--- config.mk ---
export PLATFORM = sky130hd
export DESIGN_NAME = sertx_top
export DESIGN_NICKNAME = d
export VERILOG_FILES = /design/src/rtl/sertx_pkg.sv /design/src/rtl/sertx_regs.sv /design/src/rtl/sertx_clkgen.sv /design/src/rtl/sertx_shift.sv /design/src/rtl/sertx_top.sv
export SDC_FILE = /design/constraint.sdc
export NUM_CORES = 1
export LEC_CHECK = 0
export BUFFER_PORTS_ARGS = -buffer_cell sky130_fd_sc_hd__buf_2
export CORE_UTILIZATION = 30
export DETAILED_ROUTE_END_ITERATION = 12
export HOLD_SLACK_MARGIN = 0.06
export SYNTH_ARGS = -nofsm -noshare
export SYNTH_HDL_FRONTEND = slang
export SYNTH_HIERARCHICAL = 1
export SYNTH_SLANG_ARGS = --single-unit
--- constraint.sdc ---
create_clock -name clk -period 9.35 [get_ports clk]
set_input_delay 1.87 -clock clk [delete_from_list [all_inputs] [get_ports clk]]
set_output_delay 1.87 -clock clk [all_outputs]
set_load 0.01 [all_outputs]
--- src/rtl/sertx_pkg.sv ---
package sertx_pkg;

    localparam int DATA_W      = 8;
    localparam int ADDR_W      = 2;
    localparam int DIV_W       = 3;
    localparam int SYNC_STAGES = 2;
    localparam int MAX_HALF    = 2 << ((1 << DIV_W) - 1);
    localparam int CNT_W       = $clog2(MAX_HALF + 1);

    localparam logic [ADDR_W-1:0] ADDR_CTRL = 2'd0;
    localparam logic [ADDR_W-1:0] ADDR_DATA = 2'd1;
    localparam logic [ADDR_W-1:0] ADDR_STAT = 2'd2;

    typedef struct packed {
        logic             ie_end;
        logic             ie_empty;
        logic [DIV_W-1:0] div;
        logic             cpol;
        logic             master;
        logic             tx_en;
    } ctrl_t;

    typedef struct packed {
        logic lead;
        logic trail;
    } edge_t;

    function automatic logic [CNT_W-1:0] half_period(input logic [DIV_W-1:0] d);
        return CNT_W'(2) << d;
    endfunction

endpackage

--- src/rtl/sertx_regs.sv ---
module sertx_regs
    import sertx_pkg::*;
(
    input  logic              clk,
    input  logic              rst,
    input  logic              wr_en,
    input  logic [ADDR_W-1:0] wr_addr,
    input  logic [DATA_W-1:0] wr_data,
    input  logic              ovr_set,
    input  logic              load_i,
    input  logic              end_set_i,
    output ctrl_t             ctrl_o,
    output logic [DATA_W-1:0] hold_o,
    output logic              empty_o,
    output logic              end_o,
    output logic              ovr_o,
    output logic              irq_o
);

    ctrl_t             ctrl_q;
    logic [DATA_W-1:0] hold_q;
    logic              empty_q;
    logic              end_q;
    logic              ovr_q;
    logic              data_wr;
    logic              stat_wr;
    logic              ctrl_wr;

    always_comb begin
        ctrl_wr = wr_en && (wr_addr == ADDR_CTRL);
        data_wr = wr_en && (wr_addr == ADDR_DATA) && ctrl_q.tx_en;
        stat_wr = wr_en && (wr_addr == ADDR_STAT);
    end

    always_ff @(posedge clk) begin
        if (rst) begin
            ctrl_q <= '0;
        end else if (ctrl_wr) begin
            ctrl_q <= ctrl_t'(wr_data);
        end
    end

    always_ff @(posedge clk) begin
        if (rst) begin
            hold_q  <= '0;
            empty_q <= 1'b1;
        end else if (data_wr) begin
            hold_q  <= wr_data;
            empty_q <= 1'b0;
        end else if (load_i) begin
            empty_q <= 1'b1;
        end
    end

    always_ff @(posedge clk) begin
        if (rst) begin
            end_q <= 1'b0;
        end else if (data_wr) begin
            end_q <= 1'b0;
        end else if (stat_wr && !wr_data[0]) begin
            end_q <= 1'b0;
        end else if (end_set_i) begin
            end_q <= 1'b1;
        end
    end

    always_ff @(posedge clk) begin
        if (rst) begin
            ovr_q <= 1'b0;
        end else if (ovr_set) begin
            ovr_q <= 1'b1;
        end else if (stat_wr && !wr_data[1]) begin
            ovr_q <= 1'b0;
        end
    end

    always_comb begin
        ctrl_o  = ctrl_q;
        hold_o  = hold_q;
        empty_o = empty_q;
        end_o   = end_q;
        ovr_o   = ovr_q;
        irq_o   = (empty_q && ctrl_q.ie_empty) || (end_q && ctrl_q.ie_end);
    end

    assert_ignored_write_R2: assert property (@(posedge clk) disable iff (rst)
        (wr_en && wr_addr == ADDR_DATA && !ctrl_q.tx_en && empty_q) |=> empty_q);

    assert_load_needs_data_R2: assert property (@(posedge clk) disable iff (rst)
        load_i |-> !empty_q);

    assert_end_only_when_empty_R6: assert property (@(posedge clk) disable iff (rst)
        end_set_i |-> empty_q);

    assert_end_cleared_by_data_R6: assert property (@(posedge clk) disable iff (rst)
        (wr_en && wr_addr == ADDR_DATA && ctrl_q.tx_en) |=> !end_q);

endmodule

--- src/rtl/sertx_clkgen.sv ---
module sertx_clkgen
    import sertx_pkg::*;
(
    input  logic             clk,
    input  logic             rst,
    input  logic             master_i,
    input  logic             cpol_i,
    input  logic [DIV_W-1:0] div_i,
    input  logic             busy_i,
    input  logic             start_i,
    input  logic             sck_in,
    input  logic             cs_n_in,
    output edge_t            edges_o,
    output logic             sck_o
);

    logic [CNT_W-1:0]       cnt;
    logic [CNT_W-1:0]       half;
    logic                   next_lead;
    logic                   sck_lvl;
    logic                   tick;
    logic [SYNC_STAGES-1:0] sck_sync;
    logic [SYNC_STAGES-1:0] cs_sync;
    logic                   sck_prev;
    logic                   ext_rise;
    logic                   ext_fall;
    logic                   slave_act;

    always_comb begin
        half = half_period(div_i);
        tick = busy_i && master_i && (cnt == half - CNT_W'(1));
    end

    always_ff @(posedge clk) begin
        if (rst) begin
            cnt       <= '0;
            next_lead <= 1'b1;
            sck_lvl   <= 1'b0;
        end else if (start_i) begin
            cnt       <= '0;
            next_lead <= 1'b1;
            sck_lvl   <= cpol_i;
        end else if (busy_i && master_i) begin
            if (tick) begin
                cnt       <= '0;
                next_lead <= !next_lead;
                sck_lvl   <= next_lead ? !cpol_i : cpol_i;
            end else begin
                cnt <= cnt + CNT_W'(1);
            end
        end else begin
            cnt       <= '0;
            next_lead <= 1'b1;
            sck_lvl   <= cpol_i;
        end
    end

    genvar g;
    generate
        for (g = 0; g < SYNC_STAGES; g++) begin : g_sync
            always_ff @(posedge clk) begin
                if (rst) begin
                    sck_sync[g] <= 1'b0;
                    cs_sync[g]  <= 1'b1;
                end else if (g == 0) begin
                    sck_sync[g] <= sck_in;
                    cs_sync[g]  <= cs_n_in;
                end else begin
                    sck_sync[g] <= sck_sync[g-1];
                    cs_sync[g]  <= cs_sync[g-1];
                end
            end
        end
    endgenerate

    always_ff @(posedge clk) begin
        if (rst) begin
            sck_prev <= 1'b0;
        end else begin
            sck_prev <= sck_sync[SYNC_STAGES-1];
        end
    end

    always_comb begin
        ext_rise  = sck_sync[SYNC_STAGES-1] && !sck_prev;
        ext_fall  = !sck_sync[SYNC_STAGES-1] && sck_prev;
        slave_act = busy_i && !master_i && !cs_sync[SYNC_STAGES-1];
        if (master_i) begin
            edges_o.lead  = tick && next_lead;
            edges_o.trail = tick && !next_lead;
        end else begin
            edges_o.lead  = slave_act && (cpol_i ? ext_fall : ext_rise);
            edges_o.trail = slave_act && (cpol_i ? ext_rise : ext_fall);
        end
        sck_o = (master_i && busy_i) ? sck_lvl : cpol_i;
    end

    assert_sck_moves_on_tick_R4: assert property (@(posedge clk) disable iff (rst)
        (master_i && busy_i && $past(busy_i) && $stable(cpol_i) && (sck_lvl != $past(sck_lvl)))
        |-> (cnt == '0));

    assert_idle_level_at_end_R8: assert property (@(posedge clk) disable iff (rst)
        (master_i && $fell(busy_i) && $stable(cpol_i)) |-> (sck_lvl == cpol_i));

    assert_single_edge_R3: assert property (@(posedge clk) disable iff (rst)
        $onehot0(edges_o));

endmodule

--- src/rtl/sertx_shift.sv ---
module sertx_shift
    import sertx_pkg::*;
#(
    parameter int WIDTH = DATA_W
) (
    input  logic             clk,
    input  logic             rst,
    input  edge_t            edges_i,
    input  logic [WIDTH-1:0] hold_i,
    input  logic             empty_i,
    input  logic             ovr_i,
    output logic             load_o,
    output logic             start_o,
    output logic             end_set_o,
    output logic             busy_o,
    output logic             sdo_o
);

    localparam int BC_W = $clog2(WIDTH + 1);

    logic [WIDTH-1:0] sh;
    logic [BC_W-1:0]  bitcnt;
    logic             busy;
    logic             sdo;
    logic             pending;
    logic             done;

    always_comb begin
        pending   = !empty_i && !ovr_i;
        done      = busy && edges_i.trail && (bitcnt == BC_W'(WIDTH - 1));
        load_o    = pending && (!busy || done);
        start_o   = pending && !busy;
        end_set_o = done && empty_i;
        busy_o    = busy;
        sdo_o     = sdo;
    end

    always_ff @(posedge clk) begin
        if (rst) begin
            sh     <= '0;
            bitcnt <= '0;
            busy   <= 1'b0;
            sdo    <= 1'b0;
        end else if (load_o) begin
            sh     <= hold_i;
            bitcnt <= '0;
            busy   <= 1'b1;
        end else if (done) begin
            bitcnt <= '0;
            busy   <= 1'b0;
        end else if (busy) begin
            if (edges_i.lead) begin
                sdo <= sh[WIDTH-1];
                sh  <= {sh[WIDTH-2:0], 1'b0};
            end
            if (edges_i.trail) begin
                bitcnt <= bitcnt + BC_W'(1);
            end
        end
    end

    assert_chain_continues_R5: assert property (@(posedge clk) disable iff (rst)
        (done && !empty_i && !ovr_i) |=> busy);

    assert_overrun_blocks_R9: assert property (@(posedge clk) disable iff (rst)
        (ovr_i && !busy) |=> !busy);

    assert_bit_count_bound_R3: assert property (@(posedge clk) disable iff (rst)
        busy |-> (bitcnt < BC_W'(WIDTH)));

endmodule

--- src/rtl/sertx_top.sv ---
module sertx_top
    import sertx_pkg::*;
(
    input  logic              clk,
    input  logic              rst,
    input  logic              wr_en,
    input  logic [ADDR_W-1:0] wr_addr,
    input  logic [DATA_W-1:0] wr_data,
    input  logic              ovr_set,
    input  logic              sck_in,
    input  logic              cs_n_in,
    output logic              sck_out,
    output logic              sdo_out,
    output logic              empty_flag,
    output logic              end_flag,
    output logic              ovr_flag,
    output logic              irq_tx
);

    ctrl_t             ctrl;
    logic [DATA_W-1:0] hold;
    logic              load;
    logic              start;
    logic              end_set;
    logic              busy;
    edge_t             edges;

    sertx_regs u_regs (
        .clk       (clk),
        .rst       (rst),
        .wr_en     (wr_en),
        .wr_addr   (wr_addr),
        .wr_data   (wr_data),
        .ovr_set   (ovr_set),
        .load_i    (load),
        .end_set_i (end_set),
        .ctrl_o    (ctrl),
        .hold_o    (hold),
        .empty_o   (empty_flag),
        .end_o     (end_flag),
        .ovr_o     (ovr_flag),
        .irq_o     (irq_tx)
    );

    sertx_clkgen u_clkgen (
        .clk      (clk),
        .rst      (rst),
        .master_i (ctrl.master),
        .cpol_i   (ctrl.cpol),
        .div_i    (ctrl.div),
        .busy_i   (busy),
        .start_i  (start),
        .sck_in   (sck_in),
        .cs_n_in  (cs_n_in),
        .edges_o  (edges),
        .sck_o    (sck_out)
    );

    sertx_shift #(.WIDTH(DATA_W)) u_shift (
        .clk       (clk),
        .rst       (rst),
        .edges_i   (edges),
        .hold_i    (hold),
        .empty_i   (empty_flag),
        .ovr_i     (ovr_flag),
        .load_o    (load),
        .start_o   (start),
        .end_set_o (end_set),
        .busy_o    (busy),
        .sdo_o     (sdo_out)
    );

endmodule

Word level (Yosys, flattened, before mapping)
Cells that the tools add are included.

operators by class
  add/subtract/negate cells = 3
  equal/unequal tests = 6
  shift operators = 1
  multiplexer cells = 18
  bitwise gates (word level) = 3
  reductions and logical operators = 50

operator list
  operator                                          count
  2-to-1 mux 8 bit                                  4
  logical AND 1 bit                                 24
  2-to-1 mux 1 bit                                  13
  zero test 1 bit                                   11
  nonzero test 2 bit                                5
  adder 9 x 1 -> 9 bit, second input constant       1
  == test 9 bit                                     1
  OR reduction 3 bit                                3
  left shift 2 x 3 -> 9 bit, first input constant   1
  subtractor 9 x 1 -> 9 bit, second input constant  1
  adder 4 x 1 -> 4 bit, second input constant       1
  == test 4 x 3 -> 1 bit, second input constant     1
  AND reduction 4 bit                               1
  OR reduction 4 bit                                1
  != test 3 x 2 -> 1 bit, second input constant     1
  inverter 1 bit                                    3
  AND reduction 3 bit                               1
  == test 2 x 1 -> 1 bit, second input constant     1
  == test 2 bit, second input constant              1
  zero test 2 bit                                   1
  logical OR 1 bit                                  2
  2-to-1 mux 2 bit                                  1
  != test 2 bit, second input constant              1
  AND reduction 2 bit                               1

word-level totals
  flip-flop bits (word level) = 49
  bits of input ports = 16
  output and inout port bits = 6
  logic and storage cells = 103

Logic depth before layout (Yosys ltp)
Gate-level depths: netlist of run 1.

  depth in word-level cells = 12
  mapped depth = 15
  gate-level depth less buffers = 13

Modules after synthesis
The synthesis of run 1 kept the hierarchy.

by module, submodules not included
  module        instances  cells each  area each (um^2)  seq. area each (um^2)
  sertx_clkgen  1          107         953.4             320.3
  sertx_regs    1          76          842.1             380.4
  sertx_shift   1          74          625.6             280.3

Worst setup path before layout of run 1
Ideal clock, no wire load.

  path kind = reg-to-reg
  start = reg u_regs.ctrl_q (netlist bit u_regs/ctrl_o[5])
  end = reg u_shift.sh[2]
  setup time = 0.135 ns
  arrival time = 3.011 ns
  data required time = 9.215 ns
  setup slack = 6.204 ns
  cell stages (with the launch flop) = 15
  buffers on the path = 3
  period minus slack after synthesis = 3.146 ns
  cells stage by stage = dfxtp_1 -> buf_2 -> or3_1 -> ha_1 -> clkbuf_1 -> o211a_1 -> a211oi_1 -> xor2_1 -> nand4_1 -> o21ai_0 -> nand4b_1 -> a211o_1 -> buf_6 -> nor2_1 -> a311oi_2

RTL lines
  element                   line               text
  start: declaration        sertx_regs.sv:20   ctrl_t ctrl_q;
  start signal: assignment  sertx_regs.sv:39   ctrl_q <= ctrl_t'(wr_data);
  end signal: assignment    sertx_shift.sv:45  sh <= hold_i;
  end signal: assignment    sertx_shift.sv:54  sh <= {sh[WIDTH-2:0], 1'b0};
  end: declaration          sertx_shift.sv:21  logic [WIDTH-1:0] sh;

==> results by group, run 1 <==
Run status
  • Status: completed

Cells and area
  • Synth-to-layout area growth: 11.3%
  • Most frequent cells in the layout: dfxtp_1, nand2b_1, nor2_1
  • Ant diodes: 0
  • Final Core Density: 34.7%
  • Layout cells sized above 1: 15.7%
  • # fillers: 822
  • Nets@finish: 292
  • Leading cell type in the layout, fill and taps excluded: dfxtp_1

Clocking
  • Clock sinks: 49
  • Num CTS Buffers: 5
  • CTS tree: built
  • CTS root buf: clkbuf_8
  • Clock buffer depth: 2
  • Post-CTS Resized: 0
  • Post-CTS Repair Setup Buffers: 0
  • Clock slew at reported path FFs: 0.09 ns
  • CTS Hold Bufs: 0
  • Worst-Skew Late Latency: roughly 0.31 ns
  • H-tree levels: 2

Hold path
  • Tightest Hold Check Type: reg2reg
  • Hold Startpoint: u_clkgen/cs_sync[0]
  • Hold path cells: 1

Setup path
  • Critical setup path kind: reg2reg
  • Reg2reg path depth: 12
  • Flop-to-flop setup slack: 5.84 ns
  • Critical Path AT: 3.73 ns
  • Crit path to: u_shift/sh[4]
  • CP startpoint kind: flop
  • RR Endpoint: u_shift/sh[4]
  • Worst Setup SP: u_regs/ctrl_o[5]
  • R2R Path Start: u_regs/ctrl_o[5]
  • Highest net fanout along the worst path: 12
  • CP required: 9.57 ns
  • CP Capture Type: flop

Floorplanning
  • Die width: approximately 92 um
  • Row count: 32
  • Initial Util: 31.2%
  • Core Region: a little under 0.008 mm^2
  • Die area: 0.00843 mm^2
  • Height of the die: 91.8 um
  • I/O pin total: 22

Logic synthesis
  • Ys async rst share: 0%
  • Synth warn: 6
  • Synth area leaders: dfxtp_1, mux2i_1, nand2b_1
  • Yosys top cell by area: dfxtp_1
  • Synth top area share: 40.5%
  • Synthesized area per cell: 9.42 um^2
  • Post-synthesis sequential area ratio: 40.5%
  • Netlist cell types: 47
  • FF+latch count, synth: 49
  • Post-synth EDFFs: 0
  • Syn Nets: 276
  • Post-Syn Instances: 257
  • Synth Cell Area: 0.00242 mm^2
  • Primary FF master, synth: dfxtp_1

STA
  • Worst Tran Pin Value: 0.692 ns
  • Post-layout min period: 3.51 ns
  • Final setup margin: 5.84 ns
  • Max frequency: 285 MHz
  • Rel. slew slack: 53.9%
  • Slew Viols, Final: 0
  • Final setup TNS: 0 ns
  • RSZ-0062 raised after global routing: false
  • Fin Clk Skew: 0.0187 ns
  • Final Hold Viols: 0
  • Tcrit/Tclk final: 37.6%
  • Final number of setup-violating endpoints: 0

Power
  • Power Density: 146 mW/mm^2
  • LEAKAGE: 1.03 nW
  • Worst VDD drop: about 0.000068 V
  • Total power: 394 uW

GRT
  • Initial antenna violation count: 0
  • Gr ovfl total: 0
  • GRT Resource Usage Total: 12.1%
  • Largest net degree at the start of global routing: 46
  • Vias in the first global route: 1,735
  • Global-route wire length before repair: 8.11 mm

Drt
  • Met3 Routed Length: around 110 um
  • M1 WL: 2.35 mm
  • WL met2: around 2.1 mm
  • Uppermost layer routed: met4
  • Vias per inst: 4.85
  • Vias: 1,823
  • Initial DRT Pass Iterations: 4
  • Remaining antenna violation count after routing: 0
  • Drt drc: 0
  • Drt initial violations: 44
  • WL/cell: 12.4 um
  • Post-Route WL: 4.68 mm

Placed design
  • DPL Wire Length: roughly 3.3 mm
  • DP Worst Slack: 5.89 ns
  • PortBufs: 21
  • RePlAce Congestion: 0.765

Flow run
  • Max Cap Viol: 0
worst min-delay path by stage:
stage | to | slack, ns
5_1_grt | u_clkgen/cs_sync[1] | 0.44
3_3_place_gp | u_clkgen/cs_sync[1] | 0.39
6_report | u_clkgen/cs_sync[1] | 0.41
2_1_floorplan | u_clkgen/cs_sync[1] | 0.39
4_1_cts | u_clkgen/cs_sync[1] | 0.42
3_5_place_dp | u_clkgen/cs_sync[1] | 0.39
kinds of logic (layout without fill, tap and decap cells):
kind of cell	count (synthesis)	after routing	synth area share, %
adder cells (fa/ha/maj)	3	3	1.55
AND/OR/NAND/NOR	117	117	26.8
AO/OA/AOI/OAI	36	36	13.2
flip-flops	49	49	40.5
XOR/XNOR	18	18	6.51
buffers and inverters	15	32	3.51
multiplexers	19	19	7.86
per-stage QoR:
step                      area (um^2)  std cells  hold WS [ns]
after floorplan                  2420        257         0.389
final                            2690        376         0.414
after global placement           2580        368         0.394
after global routing             2690        376         0.440
after CTS                        2690        376         0.416
after detailed placement         2580        368         0.392
area by class of cell:
cell class | count | area (um^2) | area share, %
sequential | 49 | 981 | 36.4
timing repair buffer | 21 | 105 | 3.90
inverter | 3 | 12.5 | 0.464
clock buffer | 5 | 68.8 | 2.55
tap | 102 | 128 | 4.74
clock inverter | 3 | 43.8 | 1.63
multi-input combinational | 193 | 1360 | 50.3
report_power, final:
part           internal (mW)  switching (mW)
logic                 0.0127          0.0155
clock network         0.0802          0.0715
registers              0.211         0.00310
total                  0.304          0.0902
registers in the layout (all words and copies together) (netlist names):
| register | count |
|---|---|
| u_clkgen/sck_lvl | 1 |
| u_regs/ovr_o | 1 |
| u_shift/sh | 8 |
| u_clkgen/sck_prev | 1 |
| u_regs/end_o | 1 |
| u_shift/bitcnt | 4 |
| u_regs/hold_o | 8 |
| u_clkgen/cnt | 9 |
| u_shift/busy_o | 1 |
| u_clkgen/next_lead | 1 |
| u_shift/sdo_o | 1 |
| u_regs/ctrl_o | 8 |
| u_clkgen/sck_sync | 2 |
| u_regs/empty_o | 1 |
| u_clkgen/cs_sync | 2 |
critical path: stages, from the launching register on:
cell and delay, ns:
dfxtp_1 0.42, or3_1 0.41, ha_1 0.29, o211a_1 0.16
a211oi_1 0.33, xor2_1 0.31, nand4_1 0.18, o21ai_0 0.21
nand4b_1 0.22, a211o_1 0.50, clkinv_2 0.17, a22oi_1 0.10
a21oi_1 0.14
metal layers:
layer	global-route usage, %	vias to the layer above
met2	19.0	23
met3	3.32	4
li1	-	935
met1	16.0	861
met4	3.91	0
met5	0	-
Yosys cell counts, types with 2 or more instances:
master,number
dfxtp_1,49
a21oi_1,9
nand3_1,16
nor2b_1,8
or2_2,3
and3_1,3
a311oi_2,2
nand4_1,5
a211oi_1,2
inv_1,2
clkbuf_1,5
and2_1,2
a22oi_1,5
buf_6,3
xnor2_1,5
nor2_1,24
or3_1,2
mux2i_1,19
nand2_1,17
o21ai_0,2
buf_2,4
a2111oi_4,2
nand4b_1,2
nor3_1,3
xor2_1,13
nand2b_1,25
o31ai_1,3
ha_1,3
(Power assumes the default switching activity.)
==> run 2: changes to the inputs <==
--- a/config.mk
+++ b/config.mk
@@ -5,6 +5,7 @@
 export SDC_FILE = /design/constraint.sdc
 export NUM_CORES = 1
 export LEC_CHECK = 0
+export ABC_AREA = 1
 export BUFFER_PORTS_ARGS = -buffer_cell sky130_fd_sc_hd__buf_2
 export CORE_UTILIZATION = 30
 export DETAILED_ROUTE_END_ITERATION = 12
==> constraint.sdc (replaced) <==
create_clock -name clk -period 3.3 [get_ports clk]
set_input_delay 0.66 -clock clk [delete_from_list [all_inputs] [get_ports clk]]
set_output_delay 0.66 -clock clk [all_outputs]
set_load 0.01 [all_outputs]
==> results by group, run 2 <==
Power
  • Clock power frac: 37.1% (was 38.5%)
  • Internal power: 860 uW (was 304 uW)
  • Worst VDD drop: 0.000246 V (was 0.0000680 V)
  • Reg power frac: 54.2% (was 54.4%)
  • Sw frac: 23.9% (was 22.9%)
  • Logic pwr share: 8.7% (was 7.1%)
  • Power Density: 403 mW/mm^2 (was 146 mW/mm^2)
  • LEAKAGE: 1.17 nW (was 1.03 nW)
  • Total net switching power: 271 uW (was 90.2 uW)

GRT
  • Vias in the first global route: 2,074 (was 1,735)
  • Global-route wire length before repair: 9.27 mm (was 8.11 mm)
  • Largest net degree at the start of global routing: 19 (was 46)
  • Met1 Use GR: 17.0% (was 16.0%)
  • GRT Resource Usage Total: 13.2% (was 12.1%)
  • Gr ovfl total: 0 (unchanged)
  • Initial antenna violation count: 0 (unchanged)
  • Global route hottest layer: met2 (unchanged)
  • Grt met2 use: 22.5% (was 19.0%)
  • Grt met3 use: 1.46% (was 3.32%)

STA
  • Post-layout min period: 2.92 ns (was 3.51 ns)
  • Final number of setup-violating endpoints: 0 (unchanged)
  • Rel. slew slack: 36.1% (was 53.9%)
  • RSZ-0062 raised after global routing: false (unchanged)
  • Final setup margin: 0.385 ns (was 5.84 ns)
  • Fin Clk Skew: 0.00880 ns (was 0.0187 ns)
  • Worst Tran Pin Value: 0.951 ns (was 0.692 ns)
  • Slew Viols, Final: 0 (unchanged)
  • Max frequency: 343 MHz (was 285 MHz)
  • Final Hold Viols: 0 (unchanged)
  • Tcrit/Tclk final: 88.3% (was 37.6%)
  • Final setup TNS: 0 ns (unchanged)

Clocking
  • Worst-Skew Late Latency: 0.30 ns (was 0.31 ns)
  • H-tree levels: 2 (unchanged)
  • Clock sinks: 49 (unchanged)
  • CTS Hold Bufs: 0 (unchanged)
  • Clock buffer depth: 2 (unchanged)
  • CTS root buf: clkbuf_8 (unchanged)
  • Clock slew at reported path FFs: 0.09 ns (about the same)
  • Num CTS Buffers: 5 (unchanged)
  • Post-CTS Repair Setup Buffers: 0 (unchanged)
  • CTS tree: built (unchanged)

Cells and area
  • Synth-to-layout area growth: 11.8% (was 11.3%)
  • Ant diodes: 0 (unchanged)
  • Cell Count, Final, Fillers Out: 461 (was 376)
  • Fin area: 0.00281 mm^2 (was 0.00269 mm^2)
  • Largest reg by FF count: u_clkgen/cnt (unchanged)
  • Leading cell type in the layout, fill and taps excluded: nor2_1 (was dfxtp_1)
  • Layout cells sized above 1: 20.9% (was 15.7%)
  • Max reg flops: 9 (unchanged)
  • Nets@finish: 378 (was 292)
  • # fillers: 874 (was 822)
  • Most frequent cells in the layout: nor2_1, dfxtp_1, inv_1 (was dfxtp_1, nand2b_1, nor2_1)

Setup path
  • R2R Path Start: u_regs/ctrl_o[4] (was u_regs/ctrl_o[5])
  • Critical Path Slowest Stage Cell: dfxtp_1 (was a211o_1)
  • Critical Path, Cell by Cell: nor2_4, inv_2, nor2_1, inv_1, ha_1, nand2_1, inv_1, nor2_2, nand2_1, nor2_1, nand2_1, nor2_2, nand2_4, o32ai_2, nand3_4, o21bai_4, nand2_4, nand3_1, nor3b_1 (was or3_1, ha_1, o211a_1, a211oi_1, xor2_1, nand4_1, o21ai_0, nand4b_1, a211o_1, clkinv_2, a22oi_1, a21oi_1)
  • Crit path depth: 19 (was 12)
  • Reg2reg path depth: 19 (was 12)
  • Buf/Inv on CP: 3 (was 1)
  • Crit path to: u_shift/bitcnt[0] (was u_shift/sh[4])
  • RR Endpoint: u_shift/bitcnt[0] (was u_shift/sh[4])
  • Crit path top cell by count: nand2_1
  • Critical setup path kind: reg2reg (unchanged)
  • Largest delay share family, worst path: simple AND/OR/NAND/NOR gates (was compound AO/OA/AOI/OAI gates)
  • Worst Setup SP: u_regs/ctrl_o[4] (was u_regs/ctrl_o[5])
  • Flop-to-flop setup slack: 0.38 ns (was 5.84 ns)
  • Critical Path AT: 3.11 ns (was 3.73 ns)
  • CP peak stage delay: 0.45 ns (was 0.50 ns)
  • CP Capture Type: flop (unchanged)
  • CP required: 3.49 ns (was 9.57 ns)
  • CP startpoint kind: flop (unchanged)
  • Highest net fanout along the worst path: 13 (was 12)

Drt
  • Post-Route WL: 5.07 mm (was 4.68 mm)
  • Drt initial violations: 89 (was 44)
  • Drt drc: 0 (unchanged)
  • Initial DRT Pass Iterations: 4 (unchanged)
  • Vias: 2,112 (was 1,823)
  • Remaining antenna violation count after routing: 0 (unchanged)
  • WL/cell: 11.0 um (was 12.4 um)
  • Vias per inst: 4.58 (was 4.85)

Logic synthesis
  • Yosys top cell by area: dfxtp_1 (unchanged)
  • Syn Nets: 355 (was 276)
  • Netlist cell types: 35 (was 47)
  • Synth warn: 6 (unchanged)
  • Synth area leaders: dfxtp_1, nor2_1, inv_1 (was dfxtp_1, mux2i_1, nand2b_1)
  • Post-Syn Instances: 336 (was 257)
  • Synth Cell Area: 0.00251 mm^2 (was 0.00242 mm^2)
  • Synth top area share: 39.1% (was 40.5%)
  • Ys async rst share: 0% (unchanged)
  • FF+latch count, synth: 49 (unchanged)
  • Post-synth EDFFs: 0 (unchanged)
  • Synthesized area per cell: 7.47 um^2 (was 9.42 um^2)
  • Count leader, synth: nor2_1 (was dfxtp_1)
  • Primary FF master, synth: dfxtp_1 (unchanged)
  • Post-synthesis sequential area ratio: 39.1% (was 40.5%)
  • Top cells by count, synth: nor2_1, dfxtp_1, inv_1 (was dfxtp_1, nand2b_1, nor2_1)

Flow run
  • Max Cap Viol: 0 (unchanged)

Placed design
  • RePlAce Congestion: 0.824 (was 0.765)
  • DP Worst Slack: 0.275 ns (was 5.89 ns)
  • DPL Wire Length: 3.84 mm (was 3.34 mm)
  • PortBufs: 21 (unchanged)
  • Dpl cells: 454 (was 368)
  • Dpl cell area: 0.00269 mm^2 (was 0.00258 mm^2)

Hold path
  • Tightest Hold Check Type: reg2reg (unchanged)

Floorplanning
  • I/O pin total: 22 (unchanged)
  • Row count: 32 (unchanged)
  • Die area: 0.00874 mm^2 (was 0.00843 mm^2)
  • Initial Util: 31.7% (was 31.2%)
  • Core Region: 0.00793 mm^2 (was 0.00777 mm^2)
  • Height of the die: 93.5 um (was 91.8 um)
  • Die width: 93.5 um (was 91.8 um)

Run status
  • Status: completed (unchanged)
[run 2: routing by layer]
layer	vias up	share of wire [%]
met4	0	1.7
met3	6	2.9
met1	943	50
li1	1131	-
met5	-	0
met2	32	45
[run 2: power by group through the flow]
stage | clock [mW] | sequential, mW | combinational (mW)
4_1_cts | 0.433 | 0.613 | 0.0996
6_report | 0.420 | 0.613 | 0.0987
2_1_floorplan | 0 | 0.622 | 0.0769
5_1_grt | 0.451 | 0.615 | 0.114
3_3_place_gp | 0 | 0.626 | 0.0982
3_5_place_dp | 0 | 0.627 | 0.0990
[run 2: worst min path at each step]
| stage | to | startpoint | depth (start not counted) |
|---|---|---|---|
| 6_report | u_clkgen/sck_sync[1] | u_clkgen/sck_sync[0] | 2 |
| 5_1_grt | u_clkgen/sck_sync[1] | u_clkgen/sck_sync[0] | 2 |
| 4_1_cts | u_clkgen/sck_sync[1] | u_clkgen/sck_sync[0] | 2 |
| 3_5_place_dp | u_clkgen/sck_sync[1] | u_clkgen/sck_sync[0] | 2 |
| 3_3_place_gp | u_clkgen/sck_sync[1] | u_clkgen/sck_sync[0] | 2 |
| 2_1_floorplan | u_clkgen/sck_sync[1] | u_clkgen/sck_sync[0] | 2 |
[run 2: timing repair]
item / in CTS / in global routing
endpoints found under the hold margin: 0 / 0
endpoints found under the setup margin: 0 / 15
resized for setup: 0 / 1
[run 2: layout make-up]
class,count,area [um^2],area share (%)
Multi-Input combinational cell,231,1290,46.1
Sequential cell,49,981,35.0
Clock buffer,5,68.8,2.45
Timing Repair Buffer,22,113,4.01
Clock inverter,2,35.0,1.25
Inverter,50,188,6.69
Tap cell,102,128,4.55
[run 2: worst register-to-register path, cell delays in order, from the launching register on]
cell      delay, ns
dfxtp_1        0.45
nor2_4         0.17
inv_2          0.05
nor2_1         0.11
inv_1          0.06
ha_1           0.30
nand2_1        0.07
inv_1          0.04
nor2_2         0.08
nand2_1        0.05
nor2_1         0.10
nand2_1        0.07
nor2_2         0.15
nand2_4        0.10
o32ai_2        0.19
nand3_4        0.13
o21bai_4       0.24
nand2_4        0.18
nand3_1        0.20
nor3b_1        0.07
[run 2: stage by stage]
stage | hold slack (ns) | util (%) | total power, mW
2_1_floorplan | 0.388 | - | 0.699
6_report | 0.406 | 35.4 | 1.13
3_5_place_dp | 0.400 | 34.0 | 0.726
3_3_place_gp | 0.400 | 34.0 | 0.725
4_1_cts | 0.411 | 35.3 | 1.15
5_1_grt | 0.437 | 35.4 | 1.18
[run 2: kinds of logic after synthesis]
group / Yosys count / share of synthesized area, %
adder cells (fa/ha/maj): 3 / 1.50
AND/OR/NAND/NOR: 177 / 37.2
buffers and inverters: 56 / 9.72
AO/OA/AOI/OAI: 45 / 10.4
XOR/XNOR: 6 / 2.09
flip-flops: 49 / 39.1
